===== src/rtl/fsync_pkg.sv =====
package fsync_pkg;

  typedef enum logic [2:0] {
    SLOT_MARK,
    SLOT_RSV,
    SLOT_SKEW,
    SLOT_SPARE,
    SLOT_FIELD,
    SLOT_VBLK,
    SLOT_PAR
  } slot_kind_e;

  // Total number of slots for a given reserved count and skew width:
  // marker + reserved + skew + spare + field + vblank + parity
  function automatic int frame_slots(int rsv_n, int skew_w);
    return 1 + rsv_n + skew_w + 4;
  endfunction

  function automatic slot_kind_e kind_of(int idx, int rsv_n, int skew_w);
    if (idx == 0)                         return SLOT_MARK;
    else if (idx <= rsv_n)                return SLOT_RSV;
    else if (idx <= rsv_n + skew_w)       return SLOT_SKEW;
    else if (idx == rsv_n + skew_w + 1)   return SLOT_SPARE;
    else if (idx == rsv_n + skew_w + 2)   return SLOT_FIELD;
    else if (idx == rsv_n + skew_w + 3)   return SLOT_VBLK;
    else                                  return SLOT_PAR;
  endfunction

endpackage


===== src/rtl/fsync_frame_builder.sv =====
module fsync_frame_builder #(
  parameter int SKEW_W = 6,
  parameter int RSV_N  = 1,
  localparam int NSLOT = fsync_pkg::frame_slots(RSV_N, SKEW_W)
) (
  input  logic [SKEW_W-1:0] skew_i,
  input  logic              field_i,
  input  logic              vblank_i,
  output logic [NSLOT-1:0]  frame_o
);

  logic par_bit;

  // even parity: spare slot is constant zero, so it adds nothing
  assign par_bit = ^{skew_i, field_i, vblank_i};

  for (genvar g = 0; g < NSLOT; g++) begin : g_slot
    localparam fsync_pkg::slot_kind_e KIND = fsync_pkg::kind_of(g, RSV_N, SKEW_W);
    if (KIND == fsync_pkg::SLOT_SKEW) begin : g_skew
      assign frame_o[g] = skew_i[SKEW_W + RSV_N - g];
    end else if (KIND == fsync_pkg::SLOT_FIELD) begin : g_fld
      assign frame_o[g] = field_i;
    end else if (KIND == fsync_pkg::SLOT_VBLK) begin : g_vb
      assign frame_o[g] = vblank_i;
    end else if (KIND == fsync_pkg::SLOT_PAR) begin : g_par
      assign frame_o[g] = par_bit;
    end else begin : g_zero
      assign frame_o[g] = 1'b0;
    end
  end

endmodule


===== src/rtl/fsync_bit_timer.sv =====
module fsync_bit_timer #(
  parameter int LEN_W = 4
) (
  input  logic             clk_i,
  input  logic             rst_ni,
  input  logic             load_i,
  input  logic             run_i,
  input  logic [LEN_W-1:0] len_i,
  output logic             slot_end_o
);

  logic [LEN_W-1:0] len_q, len_d;
  logic [LEN_W-1:0] cyc_q, cyc_d;
  logic             wrap;

  assign wrap       = (cyc_q == len_q);
  assign slot_end_o = run_i && wrap;

  always_comb begin
    len_d = len_q;
    cyc_d = cyc_q;
    if (load_i) begin
      len_d = len_i;
      cyc_d = '0;
    end else if (run_i) begin
      cyc_d = wrap ? '0 : cyc_q + 1'b1;
    end
  end

  always_ff @(posedge clk_i or negedge rst_ni) begin
    if (!rst_ni) begin
      len_q <= '0;
      cyc_q <= '0;
    end else begin
      len_q <= len_d;
      cyc_q <= cyc_d;
    end
  end


  cyc_in_range_chk: assert property (@(posedge clk_i) disable iff (!rst_ni)
    run_i |-> cyc_q <= len_q);


  cyc_step_chk: assert property (@(posedge clk_i) disable iff (!rst_ni)
    (run_i && !load_i && cyc_q != len_q) |=> cyc_q == $past(cyc_q) + 1'b1);

endmodule


===== src/rtl/fsync_slot_seq.sv =====
module fsync_slot_seq #(
  parameter int NSLOT = 12,
  localparam int SLOT_W = $clog2(NSLOT)
) (
  input  logic              clk_i,
  input  logic              rst_ni,
  input  logic              load_i,
  input  logic              adv_i,
  output logic [SLOT_W-1:0] slot_o,
  output logic              last_o
);

  logic [SLOT_W-1:0] slot_q, slot_d;

  assign last_o = (slot_q == SLOT_W'(NSLOT - 1));
  assign slot_o = slot_q;

  always_comb begin
    slot_d = slot_q;
    if (load_i)
      slot_d = '0;
    else if (adv_i && !last_o)
      slot_d = slot_q + 1'b1;
  end

  always_ff @(posedge clk_i or negedge rst_ni) begin
    if (!rst_ni) slot_q <= '0;
    else         slot_q <= slot_d;
  end


  slot_hold_chk: assert property (@(posedge clk_i) disable iff (!rst_ni)
    (!load_i && !adv_i) |=> $stable(slot_q));

endmodule


===== src/rtl/fsync_frame_tx.sv =====
module fsync_frame_tx #(
  parameter int SKEW_W = 6,
  parameter int RSV_N  = 1,
  parameter int LEN_W  = 4,
  localparam int NSLOT  = fsync_pkg::frame_slots(RSV_N, SKEW_W),
  localparam int SLOT_W = $clog2(NSLOT)
) (
  input  logic              clk_i,
  input  logic              rst_ni,
  input  logic              start_i,
  input  logic [SKEW_W-1:0] skew_i,
  input  logic              field_i,
  input  logic              vblank_i,
  input  logic [LEN_W-1:0]  bit_len_i,
  output logic              fsync_o,
  output logic              busy_o
);

  // reset: asserted asynchronously, released on the clock
  logic rst_meta_q, rst_n_q;

  always_ff @(posedge clk_i or negedge rst_ni) begin
    if (!rst_ni) begin
      rst_meta_q <= 1'b0;
      rst_n_q    <= 1'b0;
    end else begin
      rst_meta_q <= 1'b1;
      rst_n_q    <= rst_meta_q;
    end
  end

  logic              busy_q, busy_d;
  logic [NSLOT-1:0]  sh_q, sh_d;
  logic [NSLOT-1:0]  frame_w;
  logic              accept;
  logic              slot_end;
  logic              last_slot;
  logic [SLOT_W-1:0] slot_idx;

  assign accept = start_i && !busy_q;

  fsync_frame_builder #(.SKEW_W(SKEW_W), .RSV_N(RSV_N)) u_build (
    .skew_i  (skew_i),
    .field_i (field_i),
    .vblank_i(vblank_i),
    .frame_o (frame_w)
  );

  fsync_bit_timer #(.LEN_W(LEN_W)) u_timer (
    .clk_i     (clk_i),
    .rst_ni    (rst_n_q),
    .load_i    (accept),
    .run_i     (busy_q),
    .len_i     (bit_len_i),
    .slot_end_o(slot_end)
  );

  fsync_slot_seq #(.NSLOT(NSLOT)) u_seq (
    .clk_i (clk_i),
    .rst_ni(rst_n_q),
    .load_i(accept),
    .adv_i (slot_end),
    .slot_o(slot_idx),
    .last_o(last_slot)
  );

  always_comb begin
    busy_d = busy_q;
    sh_d   = sh_q;
    if (accept) begin
      busy_d = 1'b1;
      sh_d   = frame_w;
    end else if (slot_end) begin
      sh_d = sh_q >> 1;
      if (last_slot) busy_d = 1'b0;
    end
  end

  always_ff @(posedge clk_i or negedge rst_n_q) begin
    if (!rst_n_q) begin
      busy_q <= 1'b0;
      sh_q   <= '0;
    end else begin
      busy_q <= busy_d;
      sh_q   <= sh_d;
    end
  end

  assign fsync_o = busy_q ? sh_q[0] : 1'b1;
  assign busy_o  = busy_q;


  marker_low_chk: assert property (@(posedge clk_i) disable iff (!rst_n_q)
    accept |=> (busy_o && !fsync_o));


  busy_end_last_chk: assert property (@(posedge clk_i) disable iff (!rst_n_q)
    $fell(busy_q) |-> $past(slot_idx) == SLOT_W'(NSLOT - 1));


  start_ignored_chk: assert property (@(posedge clk_i) disable iff (!rst_n_q)
    (busy_q && start_i && !slot_end) |=> $stable(sh_q));


  idle_high_chk: assert property (@(posedge clk_i) disable iff (!rst_n_q)
    (!busy_q && !start_i) |=> fsync_o);

endmodule


===== config.mk =====
export PLATFORM = sky130hd
export DESIGN_NAME = fsync_frame_tx
export DESIGN_NICKNAME = d
export VERILOG_FILES = /design/src/rtl/fsync_pkg.sv /design/src/rtl/fsync_frame_builder.sv /design/src/rtl/fsync_bit_timer.sv /design/src/rtl/fsync_slot_seq.sv /design/src/rtl/fsync_frame_tx.sv
export SDC_FILE = /design/constraint.sdc
export NUM_CORES = 1
export LEC_CHECK = 0
export BUFFER_PORTS_ARGS = -buffer_cell sky130_fd_sc_hd__buf_2
export CAP_MARGIN = 20
export CELL_PAD_IN_SITES_DETAIL_PLACEMENT = 1
export CELL_PAD_IN_SITES_GLOBAL_PLACEMENT = 1
export CORE_ASPECT_RATIO = 1.4
export CORE_MARGIN = 1
export CORE_UTILIZATION = 47
export DETAILED_ROUTE_END_ITERATION = 6
export PLACE_DENSITY = 0.85
export SETUP_SLACK_MARGIN = 0.5
export SYNTH_ARGS = -nofsm -noshare
export SYNTH_HDL_FRONTEND = slang
export SYNTH_SLANG_ARGS = --single-unit
export TNS_END_PERCENT = 10

===== constraint.sdc =====
create_clock -name clk_i -period 3.4 [get_ports clk_i]
set_input_delay 0.68 -clock clk_i [delete_from_list [all_inputs] [get_ports clk_i]]
set_output_delay 0.68 -clock clk_i [all_outputs]
set_load 0.005 [all_outputs]

==> flow_summary.ini <==
[clocking]
tritoncts = yes
worst_skew_pair.late_latency_ns = 0.33
numCtsBuffers = 3
ctsHoldBuffers = 0
root_buffer = clkbuf_4
cts.repair.resized = 0
max-clock-path-buffers = 2
htreeDepth = 1
clkTransAtPathRegs_ns = 0.14
clock-sinks = 27
cts_setup_buffers = 0

[setup_path]
path_class = register to register
end_kind = register
cp_max_fo = 9
worst-endpoint-required_ns = 3.66
crit_arrival_ns = 2.35
start_kind = register
worst-r2r-cell-count = 4

[sta]
rsz0062_at_grt = false
whs_ns = 0.0729
relSlewSlack_pct = 50.8
finalCritPeriodShare_pct = 61.2
fmax_ghz = 0.480
worst_pin_slew_ns = 0.731
finalWorstSetupSlack_ns = 1.32
finalSetupTns_ns = 0
min_period_ns = 2.08
finalSetupViolations = 0
drv_slew = 0
hold_viol = 0
clock_skew_ns = 0.0134

[die]
die_h_um = 64.0
io_pins = 17
die_w_um = 46.3
start_util_pct = 49.3
rows = 22
core_mm2 = 0.00262
die_area_mm2 = 0.00296

[final_layout]
final_util_pct = 55.5
drive_gt1_share_pct = 18.4
area_delta_synth_final_pct = 12.5
fin_nets = 159
fin_area_mm2 = 0.00145
fill_cells = 304
diodes = 0
final_cells = 177
ff_latch_area_um2 = 676
multiInputGateArea_um2 = 586

[detailed_routing]
drt_iter0_drc = 25
viasPerCell = 5.61
wire_per_inst_um = 16.3
dr_total_vias = 993
routed_wirelength_mm = 2.89
remaining_drc_errors = 0
drtAntennaViolNets = 0
drtPass1Iterations = 4

[power_and_ir_drop]
power.leakage_nw = 0.663
p_total_mw = 1.00
irDropWorstVdd_mv = 0.372
p_per_area_mw_per_mm2 = 689

[job]
drv_cap = 0

[logic_synthesis]
syn_inst = 125
ys_types = 32
synthTopCellsByArea = dfrtp_1 (52%), nand2_1 (6.7%), xnor2_1 (4.8%)
synth_seq_cells = 27
ys_seq_area_share_pct = 52.4
syn-cell-area_mm2 = 0.00129
synth_edf_count = 0
syn_nets = 142
synth-main-ff-cell = dfrtp_1
yosys.area.top_type = dfrtp_1
avgSynthCellArea_um2 = 10.3
synth_top_area_share_pct = 52.4
yosys_warnings = 0
async_reset_ff_share_pct = 100

[global_route]
grt_pass1_wl_mm = 4.91
grt_max_degree = 26
grt_pass1_vias = 1049
antenna_found_initial = 0
gr-total-overflow = 0
grtUsageTotal_pct = 23.1

[worst_hold_path]
worstHoldPathType = register to async pin

[outcome]
outcome = finished clean

[place]
dp_cells = 172
place.gp.congestion = 0.812
port_buffers = 16
dpl.hpwl_mm = 2.12
placed_cell_area_mm2 = 0.00140
dpl_worst_slack_ns = 1.36
routing by layer:
layer  track usage, %  vias to the layer above  part of all wire, %
met1             29.8                      491                   39
met3             2.82                        6                  2.8
li1                 -                      474                    -
met4             8.82                        0                  1.8
met5                0                        -                    0
met2             38.0                       22                   56
synthesized netlist by cell type, types with 2 or more instances:
| library cell | n |
|---|---|
| xor2_1 | 5 |
| a21oi_1 | 3 |
| nand3b_1 | 2 |
| nand2_1 | 23 |
| buf_2 | 2 |
| nand3_1 | 4 |
| clkbuf_1 | 3 |
| nor2_1 | 2 |
| dfrtp_1 | 27 |
| ha_1 | 2 |
| nand2b_1 | 5 |
| xnor2_1 | 7 |
| a31oi_1 | 3 |
| or4_1 | 2 |
| o221a_2 | 3 |
| o21ai_0 | 7 |
| a221o_1 | 5 |
| and2_1 | 6 |
registers in the layout, indices dropped and copies added (netlist names):
register / flops
rst_n_q: 1
busy_o: 1
rst_meta_q: 1
sh_q: 12
u_timer.len_q: 4
u_timer.cyc_q: 4
u_seq.slot_o: 4
logic make-up (layout without fill, tap and decap cells):
kind of cell	Yosys count	in the layout	share of synthesized area (%)
DFF	27	27	52.4
AOI/OAI and AO/OA	28	28	16.1
other	1	1	0.291
and+or+nand+nor	48	48	18.9
buffers and inverters	7	23	2.23
adders and majority gates	2	2	1.94
xor gates and xnor gates	12	12	8.15
worst max-delay path, cell delays in order (launching register included):
cell and delay, ns:
dfrtp_1 0.47, xor2_1 0.20, or4_1 0.69, or4_1 0.53
a21oi_1 0.15
layout make-up:
cell class                 instances  share of cell area, %
sequential                        27                   46.6
multi-input combinational         91                   40.3
timing repair buffer              18                   7.93
tap                               36                   3.10
clock buffer                       4                   1.81
inverter                           1                  0.259
placed cells by master (no fill, tap or decap), drive strengths merged, types with 5 or more instances in the layout:
cell type  synthesis  routed
o21ai              7       7
dfrtp             27      27
buf                3      18
xor2               5       5
xnor2              7       7
a221o              5       5
nand2             23      23
nand2b             5       5
and2               6       6
power breakdown:
| group | internal (mW) | switching, mW |
|---|---|---|
| logic | 0.168 | 0.171 |
| clock network | 0.0460 | 0.0900 |
| registers | 0.432 | 0.0928 |
| total | 0.646 | 0.354 |
path summary, 6_finish.rpt:
check / start / end / slack (ns)
min in group clk_i: rst_meta_q / rst_n_q / 0.36
max in group asynchronous: rst_n_q / u_timer.cyc_q[1] / 2.98
min reg2reg: rst_n_q / u_timer.len_q[0] / 0.07
min: rst_n_q / u_timer.len_q[0] / 0.07
max reg2reg: u_timer.cyc_q[0] / u_seq.slot_o[2] / 1.32
max: u_timer.cyc_q[0] / u_seq.slot_o[2] / 1.32
Power figures use the tool's default switching activity.
